==> src/rtl/serial_rx_pkg.sv <==
package serial_rx_pkg;
  localparam int unsigned CHAR_W = 8;
  localparam int unsigned FLAG_W = 4;
  localparam int unsigned FL_STOP = 0;
  localparam int unsigned FL_PAR  = 1;
  localparam int unsigned FL_OVR  = 2;
  localparam int unsigned FL_LVL  = 3;

  typedef enum logic [2:0] {ST_IDLE, ST_START, ST_DATA, ST_PAR, ST_STOP} rx_state_e;

  typedef struct packed {
    logic              perr;
    logic [CHAR_W-1:0] data;
  } rx_entry_t;
endpackage

==> src/rtl/serial_rx_deser.sv <==
module serial_rx_deser
  import serial_rx_pkg::*;
(
  input  logic       clk_i,
  input  logic       rst_ni,
  input  logic       tick_i,
  input  logic       rx_i,
  input  logic [1:0] char_sel_i,
  input  logic       par_en_i,
  input  logic       par_odd_i,
  input  logic       par_zero_i,
  output logic       push_o,
  output rx_entry_t  entry_o,
  output logic       stop_err_o,
  output logic       busy_o
);
  localparam int unsigned OSR     = 16;
  localparam int unsigned CNT_W   = $clog2(OSR);
  localparam int unsigned IDX_W   = $clog2(CHAR_W);
  localparam logic [CNT_W-1:0] HALF_M1 = CNT_W'(OSR/2 - 1);
  localparam logic [CNT_W-1:0] FULL_M1 = CNT_W'(OSR - 1);

  logic [1:0]        sync_q;
  logic              rx_s;
  rx_state_e         state_q;
  logic [CNT_W-1:0]  cnt_q;
  logic [IDX_W-1:0]  idx_q;
  logic [CHAR_W-1:0] shift_q;
  logic              perr_q, push_q, serr_q;
  logic [CHAR_W-1:0] data_al;
  logic [IDX_W-1:0]  last_idx;
  logic              exp_par;

  assign rx_s     = sync_q[1];
  assign last_idx = IDX_W'(char_sel_i) + IDX_W'(4);
  // bits were shifted in from the top; align the short characters down
  assign data_al  = shift_q >> (2'd3 - char_sel_i);
  // odd bit count is ~char_sel_i[0] (5 and 7)
  assign exp_par  = par_zero_i ? (~(~char_sel_i[0] ^ (^data_al)) ^ par_odd_i)
                               : ((^data_al) ^ par_odd_i);

  always_ff @(posedge clk_i or negedge rst_ni) begin
    if (!rst_ni) begin
      sync_q  <= 2'b11;
      state_q <= ST_IDLE;
      cnt_q   <= '0;
      idx_q   <= '0;
      shift_q <= '0;
      perr_q  <= 1'b0;
      push_q  <= 1'b0;
      serr_q  <= 1'b0;
    end else begin
      sync_q <= {sync_q[0], rx_i};
      push_q <= 1'b0;
      if (tick_i) begin
        unique case (state_q)
          ST_IDLE: if (!rx_s) begin
            state_q <= ST_START;
            cnt_q   <= '0;
          end
          ST_START: if (cnt_q == HALF_M1) begin
            cnt_q  <= '0;
            idx_q  <= '0;
            perr_q <= 1'b0;
            state_q <= rx_s ? ST_IDLE : ST_DATA;
          end else cnt_q <= cnt_q + 1'b1;
          ST_DATA: if (cnt_q == FULL_M1) begin
            cnt_q   <= '0;
            shift_q <= {rx_s, shift_q[CHAR_W-1:1]};
            if (idx_q == last_idx) state_q <= par_en_i ? ST_PAR : ST_STOP;
            else                   idx_q   <= idx_q + 1'b1;
          end else cnt_q <= cnt_q + 1'b1;
          ST_PAR: if (cnt_q == FULL_M1) begin
            cnt_q   <= '0;
            perr_q  <= (rx_s != exp_par);
            state_q <= ST_STOP;
          end else cnt_q <= cnt_q + 1'b1;
          ST_STOP: if (cnt_q == FULL_M1) begin
            cnt_q   <= '0;
            push_q  <= 1'b1;
            serr_q  <= ~rx_s;
            state_q <= ST_IDLE;
          end else cnt_q <= cnt_q + 1'b1;
          default: state_q <= ST_IDLE;
        endcase
      end
    end
  end

  assign push_o       = push_q;
  assign entry_o.data = data_al;
  assign entry_o.perr = perr_q;
  assign stop_err_o   = serr_q;
  assign busy_o       = (state_q != ST_IDLE);

  a_r2_push_after_stop: assert property (@(posedge clk_i) disable iff (!rst_ni)
    push_q |-> $past(state_q) == ST_STOP);
  a_r4_start_leaves_idle_only_on_low: assert property (@(posedge clk_i) disable iff (!rst_ni)
    ($past(state_q) == ST_IDLE && state_q == ST_START) |-> $past(!rx_s));
endmodule

==> src/rtl/serial_rx_fifo.sv <==
module serial_rx_fifo
  import serial_rx_pkg::*;
#(
  parameter int unsigned DEPTH = 8,
  localparam int unsigned AW = (DEPTH > 1) ? $clog2(DEPTH) : 1,
  localparam int unsigned CW = $clog2(DEPTH + 1)
) (
  input  logic          clk_i,
  input  logic          rst_ni,
  input  logic          push_i,
  input  rx_entry_t     entry_i,
  input  logic          rd_i,
  input  logic          flush_i,
  output rx_entry_t     head_o,
  output logic [CW-1:0] count_o,
  output logic          empty_o,
  output logic          full_o,
  output logic          overrun_o
);
  localparam logic [AW-1:0] LAST = AW'(DEPTH - 1);
  localparam logic [CW-1:0] CMAX = CW'(DEPTH);

  rx_entry_t       mem_q [DEPTH];
  logic [AW-1:0]   wp_q, rp_q;
  logic [CW-1:0]   cnt_q;
  logic            wr_ok, rd_ok;

  assign empty_o   = (cnt_q == '0);
  assign full_o    = (cnt_q == CMAX);
  assign wr_ok     = push_i && !full_o && !flush_i;
  assign rd_ok     = rd_i && !empty_o && !flush_i;
  assign overrun_o = push_i && full_o;
  assign head_o    = mem_q[rp_q];
  assign count_o   = cnt_q;

  always_ff @(posedge clk_i or negedge rst_ni) begin
    if (!rst_ni) begin
      wp_q  <= '0;
      rp_q  <= '0;
      cnt_q <= '0;
    end else if (flush_i) begin
      wp_q  <= '0;
      rp_q  <= '0;
      cnt_q <= '0;
    end else begin
      if (wr_ok) wp_q <= (wp_q == LAST) ? '0 : wp_q + 1'b1;
      if (rd_ok) rp_q <= (rp_q == LAST) ? '0 : rp_q + 1'b1;
      if (wr_ok && !rd_ok)      cnt_q <= cnt_q + 1'b1;
      else if (rd_ok && !wr_ok) cnt_q <= cnt_q - 1'b1;
    end
  end

  for (genvar g = 0; g < DEPTH; g++) begin : g_slot
    always_ff @(posedge clk_i or negedge rst_ni) begin
      if (!rst_ni) mem_q[g] <= '0;
      else if (wr_ok && wp_q == AW'(g)) mem_q[g] <= entry_i;
    end
  end

  a_r6_count_bound: assert property (@(posedge clk_i) disable iff (!rst_ni)
    cnt_q <= CMAX);
  a_r7_full_drop_keeps_count: assert property (@(posedge clk_i) disable iff (!rst_ni)
    (full_o && push_i && !rd_i && !flush_i) |=> $stable(cnt_q));
  a_r11_flush_empties: assert property (@(posedge clk_i) disable iff (!rst_ni)
    flush_i |=> empty_o);
  a_r6_empty_read_ignored: assert property (@(posedge clk_i) disable iff (!rst_ni)
    (empty_o && rd_i && !push_i) |=> empty_o);
endmodule

==> src/rtl/serial_rx_flags.sv <==
module serial_rx_flags
  import serial_rx_pkg::*;
(
  input  logic              clk_i,
  input  logic              rst_ni,
  input  logic [FLAG_W-1:0] set_i,
  input  logic [FLAG_W-1:0] clr_i,
  input  logic [FLAG_W-1:0] en_i,
  output logic [FLAG_W-1:0] flags_o,
  output logic              irq_o
);
  logic [FLAG_W-1:0] flags_q;

  for (genvar g = 0; g < FLAG_W; g++) begin : g_flag
    always_ff @(posedge clk_i or negedge rst_ni) begin
      if (!rst_ni)       flags_q[g] <= 1'b0;
      else if (set_i[g]) flags_q[g] <= 1'b1;  // set wins over clear
      else if (clr_i[g]) flags_q[g] <= 1'b0;
    end
  end

  assign flags_o = flags_q;
  assign irq_o   = |(flags_q & en_i);

  a_r9_clear_takes: assert property (@(posedge clk_i) disable iff (!rst_ni)
    ((clr_i & ~set_i) != '0) |=> ((flags_q & $past(clr_i & ~set_i)) == '0));
  a_r9_no_spurious_clear: assert property (@(posedge clk_i) disable iff (!rst_ni)
    ((~flags_q & $past(flags_q & ~clr_i)) == '0));
endmodule

==> src/rtl/serial_rx_tagq.sv <==
module serial_rx_tagq
  import serial_rx_pkg::*;
#(
  parameter int unsigned DEPTH = 8,
  parameter int unsigned THR_W = 4,
  localparam int unsigned CW = $clog2(DEPTH + 1)
) (
  input  logic              clk_i,
  input  logic              rst_ni,
  input  logic              tick_i,
  input  logic              rx_i,
  input  logic [1:0]        char_sel_i,
  input  logic              par_en_i,
  input  logic              par_odd_i,
  input  logic              par_zero_i,
  input  logic [THR_W-1:0]  thr_i,
  input  logic              rd_i,
  input  logic              flush_i,
  input  logic [FLAG_W-1:0] irq_en_i,
  input  logic [FLAG_W-1:0] flag_clr_i,
  output logic [CHAR_W-1:0] data_o,
  output logic              perr_o,
  output logic              busy_o,
  output logic              empty_o,
  output logic              full_o,
  output logic [CW-1:0]     count_o,
  output logic [FLAG_W-1:0] flags_o,
  output logic              irq_o
);
  localparam int unsigned CMP_W = (CW > THR_W) ? CW : THR_W;

  logic              push, stop_err, overrun, lvl_hit;
  rx_entry_t         entry, head;
  logic [CW-1:0]     count;
  logic [FLAG_W-1:0] set_vec;

  serial_rx_deser u_deser (
    .clk_i, .rst_ni, .tick_i, .rx_i, .char_sel_i, .par_en_i, .par_odd_i, .par_zero_i,
    .push_o(push), .entry_o(entry), .stop_err_o(stop_err), .busy_o(busy_o)
  );

  serial_rx_fifo #(.DEPTH(DEPTH)) u_fifo (
    .clk_i, .rst_ni, .push_i(push), .entry_i(entry), .rd_i, .flush_i,
    .head_o(head), .count_o(count), .empty_o(empty_o), .full_o(full_o),
    .overrun_o(overrun)
  );

  assign lvl_hit = (CMP_W'(count) >= CMP_W'(thr_i));

  always_comb begin
    set_vec          = '0;
    set_vec[FL_STOP] = push && stop_err;
    set_vec[FL_PAR]  = push && entry.perr;
    set_vec[FL_OVR]  = overrun;
    set_vec[FL_LVL]  = lvl_hit;
  end

  serial_rx_flags u_flags (
    .clk_i, .rst_ni, .set_i(set_vec), .clr_i(flag_clr_i), .en_i(irq_en_i),
    .flags_o(flags_o), .irq_o(irq_o)
  );

  assign data_o  = head.data;
  assign perr_o  = head.perr;
  assign count_o = count;

  a_r8_level_flag: assert property (@(posedge clk_i) disable iff (!rst_ni)
    (CMP_W'(count_o) >= CMP_W'(thr_i)) |=> flags_o[FL_LVL]);
  a_r7_overrun_flag: assert property (@(posedge clk_i) disable iff (!rst_ni)
    (push && full_o) |=> flags_o[FL_OVR]);
  a_r10_irq_needs_enable: assert property (@(posedge clk_i) disable iff (!rst_ni)
    (irq_en_i == '0) |-> !irq_o);
endmodule

==> config.mk <==
export PLATFORM = sky130hd
export DESIGN_NAME = serial_rx_tagq
export DESIGN_NICKNAME = d
export VERILOG_FILES = /design/src/rtl/serial_rx_pkg.sv /design/src/rtl/serial_rx_deser.sv /design/src/rtl/serial_rx_fifo.sv /design/src/rtl/serial_rx_flags.sv /design/src/rtl/serial_rx_tagq.sv
export SDC_FILE = /design/constraint.sdc
export NUM_CORES = 1
export LEC_CHECK = 0
export BUFFER_PORTS_ARGS = -buffer_cell sky130_fd_sc_hd__buf_4
export CORE_MARGIN = 10
export CORE_UTILIZATION = 60
export DETAILED_ROUTE_END_ITERATION = 7
export GPL_ROUTABILITY_DRIVEN = 0
export PLACE_DENSITY = 0.87
export SYNTH_ARGS = -nofsm -noshare
export SYNTH_HDL_FRONTEND = slang
export SYNTH_HIERARCHICAL = 1
export SYNTH_SLANG_ARGS = --single-unit
export TNS_END_PERCENT = 20
==> constraint.sdc <==
create_clock -name clk_i -period 2.6 [get_ports clk_i]
set_input_delay 0.65 -clock clk_i [delete_from_list [all_inputs] [get_ports clk_i]]
set_output_delay 0.65 -clock clk_i [all_outputs]
set_load 0.1 [all_outputs]
Word level (Yosys, flattened, before mapping)
Cells that the tools add are included.
{"block": "totals", "regBits": 109, "inputBits": 23, "output_inout_bits": 21, "word_cells": 163}
{"block": "classes", "addsub": 8, "order_cmp": 2, "n_eq_ne": 24, "shift": 1, "muxes": 44, "bitwise": 8, "reduce_logical": 45}
{"cell": "$mux 3", "n": 16}
{"cell": "$bmux 9 s3", "n": 1}
{"cell": "$mux 4", "n": 6}
{"cell": "$eq 3x3->1 const B", "n": 6}
{"cell": "$mux 9", "n": 2}
{"cell": "$logic_and 1x1->1", "n": 17}
{"cell": "$reduce_bool 2->1", "n": 8}
{"cell": "$pmux 3 s5", "n": 1}
{"cell": "$mux 1", "n": 14}
{"cell": "$eq 3x2->1 const B", "n": 4}
{"cell": "$pmux 4 s3", "n": 1}
{"cell": "$ne 2x1->1 const B", "n": 5}
{"cell": "$add 3x1->3 const B", "n": 3}
{"cell": "$reduce_and 3->1", "n": 3}
{"cell": "$reduce_bool 3->1", "n": 3}
{"cell": "$add 4x1->4 const B", "n": 2}
{"cell": "$eq 4x4->1 const B", "n": 2}
{"cell": "$reduce_xor 8->1", "n": 1}
{"cell": "$shr 8x2->8", "n": 1}
{"cell": "$reduce_and 7->1", "n": 1}
{"cell": "$eq 3x1->1 const B", "n": 2}
{"cell": "$logic_not 3->1", "n": 2}
{"cell": "$pmux 3 s2", "n": 1}
{"cell": "$logic_not 1->1", "n": 5}
{"cell": "20 further kinds", "n": 25}

Longest topological paths before layout
{"block": "logic_depth", "word_depth": 10, "depth_mapped": 9, "depth_no_buf": 8}

Cells and area by module
The synthesis kept the hierarchy.
{"module": "serial_rx_fifo", "n_inst": 1, "cells_each": 265, "area_each_um2": 4132.7, "seq_area_each_um2": 2052.0}
{"module": "serial_rx_deser", "n_inst": 1, "cells_each": 147, "area_each_um2": 1498.9, "seq_area_each_um2": 578.1}
{"module": "serial_rx_flags", "n_inst": 1, "cells_each": 15, "area_each_um2": 165.2, "seq_area_each_um2": 100.1}
{"module": "serial_rx_tagq", "n_inst": 1, "cells_each": 15, "area_each_um2": 112.6, "seq_area_each_um2": 0.0}

Least setup slack after synthesis
No wires, ideal clock.
{"block": "synth_path", "path_type": "reg2out", "from": "reg u_fifo.cnt_q[0] (netlist: u_fifo/count_o[0])", "to": "out empty_o", "arrival_time_ns": 3.946, "required_ns": 1.950, "slack_ns": -1.996, "stages_incl_launch_ff": 3, "n_path_buf": 1, "cell_sequence": "dfrtp_1 buf_6 nor4_1"}
{"block": "synth_between", "elab_chain_cells": 1}
{"element": "start: declaration", "line_no": "serial_rx_fifo.sv:25", "rtl": "logic [CW-1:0] cnt_q;"}
{"element": "start signal: assignment", "line_no": "serial_rx_fifo.sv:48", "rtl": "if (wr_ok && !rd_ok) cnt_q <= cnt_q + 1'b1;"}
{"element": "start signal: assignment", "line_no": "serial_rx_fifo.sv:49", "rtl": "else if (rd_ok && !wr_ok) cnt_q <= cnt_q - 1'b1;"}
{"element": "$logic_not 4->1", "line_no": "serial_rx_fifo.sv:28", "rtl": "assign empty_o = (cnt_q == '0);"}
{"element": "end: declaration", "line_no": "serial_rx_tagq.sv:24", "rtl": "output logic empty_o,"}
Every way passes these cells.

Worst setup path after layout
{"block": "layout_path", "from": "reg u_fifo.rp_q[0]", "to": "out data_o[4]"}
{"block": "layout_between", "elab_chain_cells": 4}
{"element": "start: declaration", "line_no": "serial_rx_fifo.sv:24", "rtl": "logic [AW-1:0] wp_q, rp_q;"}
{"element": "start signal: assignment", "line_no": "serial_rx_fifo.sv:47", "rtl": "if (rd_ok) rp_q <= (rp_q == LAST) ? '0 : rp_q + 1'b1;"}
{"element": "$not 3->4 (not written as such)", "line_no": "serial_rx_fifo.sv:33", "rtl": "assign head_o = mem_q[rp_q];"}
{"element": "$bmux 9 s3", "line_no": "serial_rx_fifo.sv:33"}
{"element": "$mux 9 (not written as such) (2 in a row)", "line_no": "serial_rx_fifo.sv:33"}
{"element": "end: declaration", "line_no": "serial_rx_tagq.sv:21", "rtl": "output logic [CHAR_W-1:0] data_o,"}
Every way passes these cells. The select of a mux whose other input is x is not followed.

==> results.yml <==
timing:
  post-route-period-util: 1.015
  worstMarginPinSlew_ns: 0.7299
  fmax_mhz: 378.8
  slew_headroom: 0.5134
  rsz0062_at_grt: "yes"
  maxSlewViolCount: 0
  setup_tns_ns: -0.1103
  hold_viol_final: 0
  period_needed_ns: 2.640
  worst_slack_ns: -0.04014
  setup_violations: 5
  hold_slack_ns: 0.2757
  fin_worst_skew_ns: 0.01372
cts:
  root_buffer: "clkbuf_8"
  numCtsBuffers: 9
  clkSinkCount: 109
  hold_buffers: 0
  cts_tree: "yes"
  clk_pin_slew_ns: 0.10
  clk_latency_ns: 0.38
  clock_path_buffers: 2
  cts_max_level: 3
worst_setup_path:
  cp.arrival_ns: 1.99
  crit_path_max_fanout: 10
  worstPathRequired_ns: 1.95
  critPathKind: "flop to primary output"
  crit_path_end_kind: "primary output"
  startpoint_type: "flop"
global_route:
  grt_overflow: 0
  antenna_found_initial: 0
  grt_pass1_wl_um: 19910
  grt_usage: 0.1726
  grt_pass1_vias: 3936
  grt_max_degree: 48
routing:
  drcViolationCount: 0
  dr_wl_met3_um: 454
  drt_iter0_drc: 203
  maxUsedRoutingLayer: "met4"
  met1Wirelength_um: 5179
  ant_nets: 0
  vias: 3693
  wl_per_cell_um: 19.20
  routed_wirelength_um: 12020
  vias_per_cell: 5.899
  dr_wl_met2_um: 6199
  dr.pass1.iters: 4
synth:
  synthCells: 442
  yosysSeqAreaShare: 0.4620
  yosysTopAreaCell: "dfrtp_1"
  synth.distinct_cells: 61
  synth_top_area_share: 0.4531
  ys_async_sr_fraction: 1.000
  synth-edff-count: 0
  avgSynthCellArea_um2: 13.37
  yosys_warnings: 6
  synth_seq_cells: 109
  synth_area_um2: 5909
  synth_nets: 482
  synth_area_leaders: "dfrtp_1 45%, mux2_2 12%, mux4_2 7.2%"
  ys.flop_type: "dfrtp_1"
placed_design:
  place_area_um2: 6412
  hpwlAfterDp_um: 8218
  io_buffers: 43
pwr:
  switchingPower_mw: 1.728
  clockPowerShare: 0.219
  p_per_area_nw_per_um2: 662.1
  p_int_mw: 2.736
  p_leak_nw: 3.232
  swShare: 0.3871
  p_comb_frac: 0.336
  ir_drop_mv: 0.8313
  p_seq_frac: 0.445
outcome:
  status: "finished, violations left"
  violations: "setup timing"
layout:
  area.sequential_um2: 2744
  diodes: 0
  syn2layout_area_growth_pct: 14.08
  layout_common_cells: "102 x dfrtp_1, 56 x mux2_2, 44 x buf_4, 33 x mux2_4, 20 x inv_1"
  fill_cells: 628
  fin_area_um2: 6741
  drive_gt1_frac: 0.4260
  nets: 528
  final_common_cell: "dfrtp_1"
  multi_input_comb_area_um2: 3020
flow_run:
  cap_violations: 0
die:
  ios: 44
  dieArea_um2: 14220
  core_area_um2: 9684
  initial_core_util: 0.6102
  die_height_um: 119.2
  die_x_um: 119.2
  rows: 36
hold_path:
  hold_path.class: "input pin to async pin"
==> cell usage after synthesis (2+ instances only) <==
cell type and number:
nor3_1 8, xnor3_1 2, inv_1 20, nor2_1 18, or3_1 3, a22oi_1 3, nor4_1 2, ha_1 16
nand2b_1 4, nand3_2 3, mux4_1 3, mux2_2 62, nor2b_1 4, or2_2 2, buf_2 3, dfstp_2 2
and3_4 3, buf_6 5, nand4_1 3, buf_1 2, and3_1 3, mux4_2 19, and2_1 4, nand2_1 12
a211oi_1 4, nand3_1 7, xor2_1 4, clkbuf_1 9, xnor2_1 9, a21oi_1 10, o21ai_0 11, dfrtp_1 107
nand2_2 3, a21o_1 8, o31ai_1 2, o211ai_1 2, mux2_4 27, mux2i_1 10
==> cell type report <==
class	instances	share of cell area
Multi-Input combinational cell	292	0.4480
Sequential cell	109	0.4070
Timing Repair Buffer	56	0.08129
Tap cell	133	0.02468
Clock buffer	12	0.02301
Inverter	20	0.01114
Clock inverter	4	0.004826
==> repair_timing <==
item,in CTS,in global routing
cloned,1,0
pin swaps,0,0
buffers inserted,2,0
endpoints found under the setup margin,9,9
resized for setup,21,9
==> power by group through the flow <==
stage                     Clock, mW  Combinational, mW  Sequential, mW
after floorplan                   0               1.04            2.12
after global placement            0               1.44            2.01
after detailed placement          0               1.49            2.01
after CTS                      1.00               1.54            1.98
after global routing           1.08               1.62            2.01
final                         0.977               1.50            1.99
==> metal layers <==
layer | vias to the layer above | track usage
li1 | 1721 | -
met1 | 1896 | 0.2115
met2 | 61 | 0.2936
met3 | 15 | 0.04487
met4 | 0 | 0.05038
met5 | - | 0
==> path summary, 6_finish.rpt <==
path | startpoint | endpoint | slack [ns] | cells after the start
setup / recovery | u_fifo/rp_q[0] | data_o[4] | -0.04 | 4
hold reg to reg | u_deser/sync_q[0] | u_deser/sync_q[1] | 0.36 | 0
min in group clk_i | u_deser/sync_q[0] | u_deser/sync_q[1] | 0.36 | 0
setup reg to reg | u_fifo/count_o[1] | u_fifo/count_o[3] | 0.31 | 8
hold / removal | rst_ni | u_deser/state_q[0] | 0.28 | 1
max in group asynchronous | rst_ni | u_fifo/count_o[3] | 1.69 | 2
==> flip-flops by register name, indices dropped and copies added, names as in the netlist <==
register,flops
u_deser/perr_q,1
u_deser/shift_q,8
u_deser/push_o,1
u_deser/state_q,3
u_fifo/rp_q,3
u_fifo/mem_q,72
u_deser/idx_q,3
u_fifo/count_o,4
u_deser/cnt_q,4
u_deser/stop_err_o,1
u_fifo/wp_q,3
u_deser/sync_q,2
u_flags/flags_o,4
==> per-stage QoR <==
stage | cells | worst slack (ns) | power [mW] | util
finish | 626 | -0.04014 | 4.464 | 0.6961
global route | 626 | -0.08175 | 4.709 | 0.6961
CTS | 627 | -0.09008 | 4.521 | 0.6952
detailed placement | 608 | 0.1006 | 3.500 | 0.6621
global placement | 608 | 0.1915 | 3.446 | 0.6621
floorplan | 442 | -0.7041 | 3.154 | -
==> worst max-delay path, stage by stage (launching register included) <==
cell	delay, ns
dfrtp_2	0.42
buf_12	0.17
mux4_2	0.52
mux2_2	0.30
buf_6	0.19
==> cell families after synthesis <==
kind of cell	count (synthesis)	synth area share
multiplexers	121	0.2894
AO/OA/AOI/OAI	51	0.06098
AND/OR/NAND/NOR	88	0.08808
buffers and inverters	41	0.03536
adder cells (fa/ha/maj)	17	0.03726
flip-flops	109	0.4620
XOR/XNOR	15	0.02689
No activity file was read; power rests on OpenSTA's default activity.
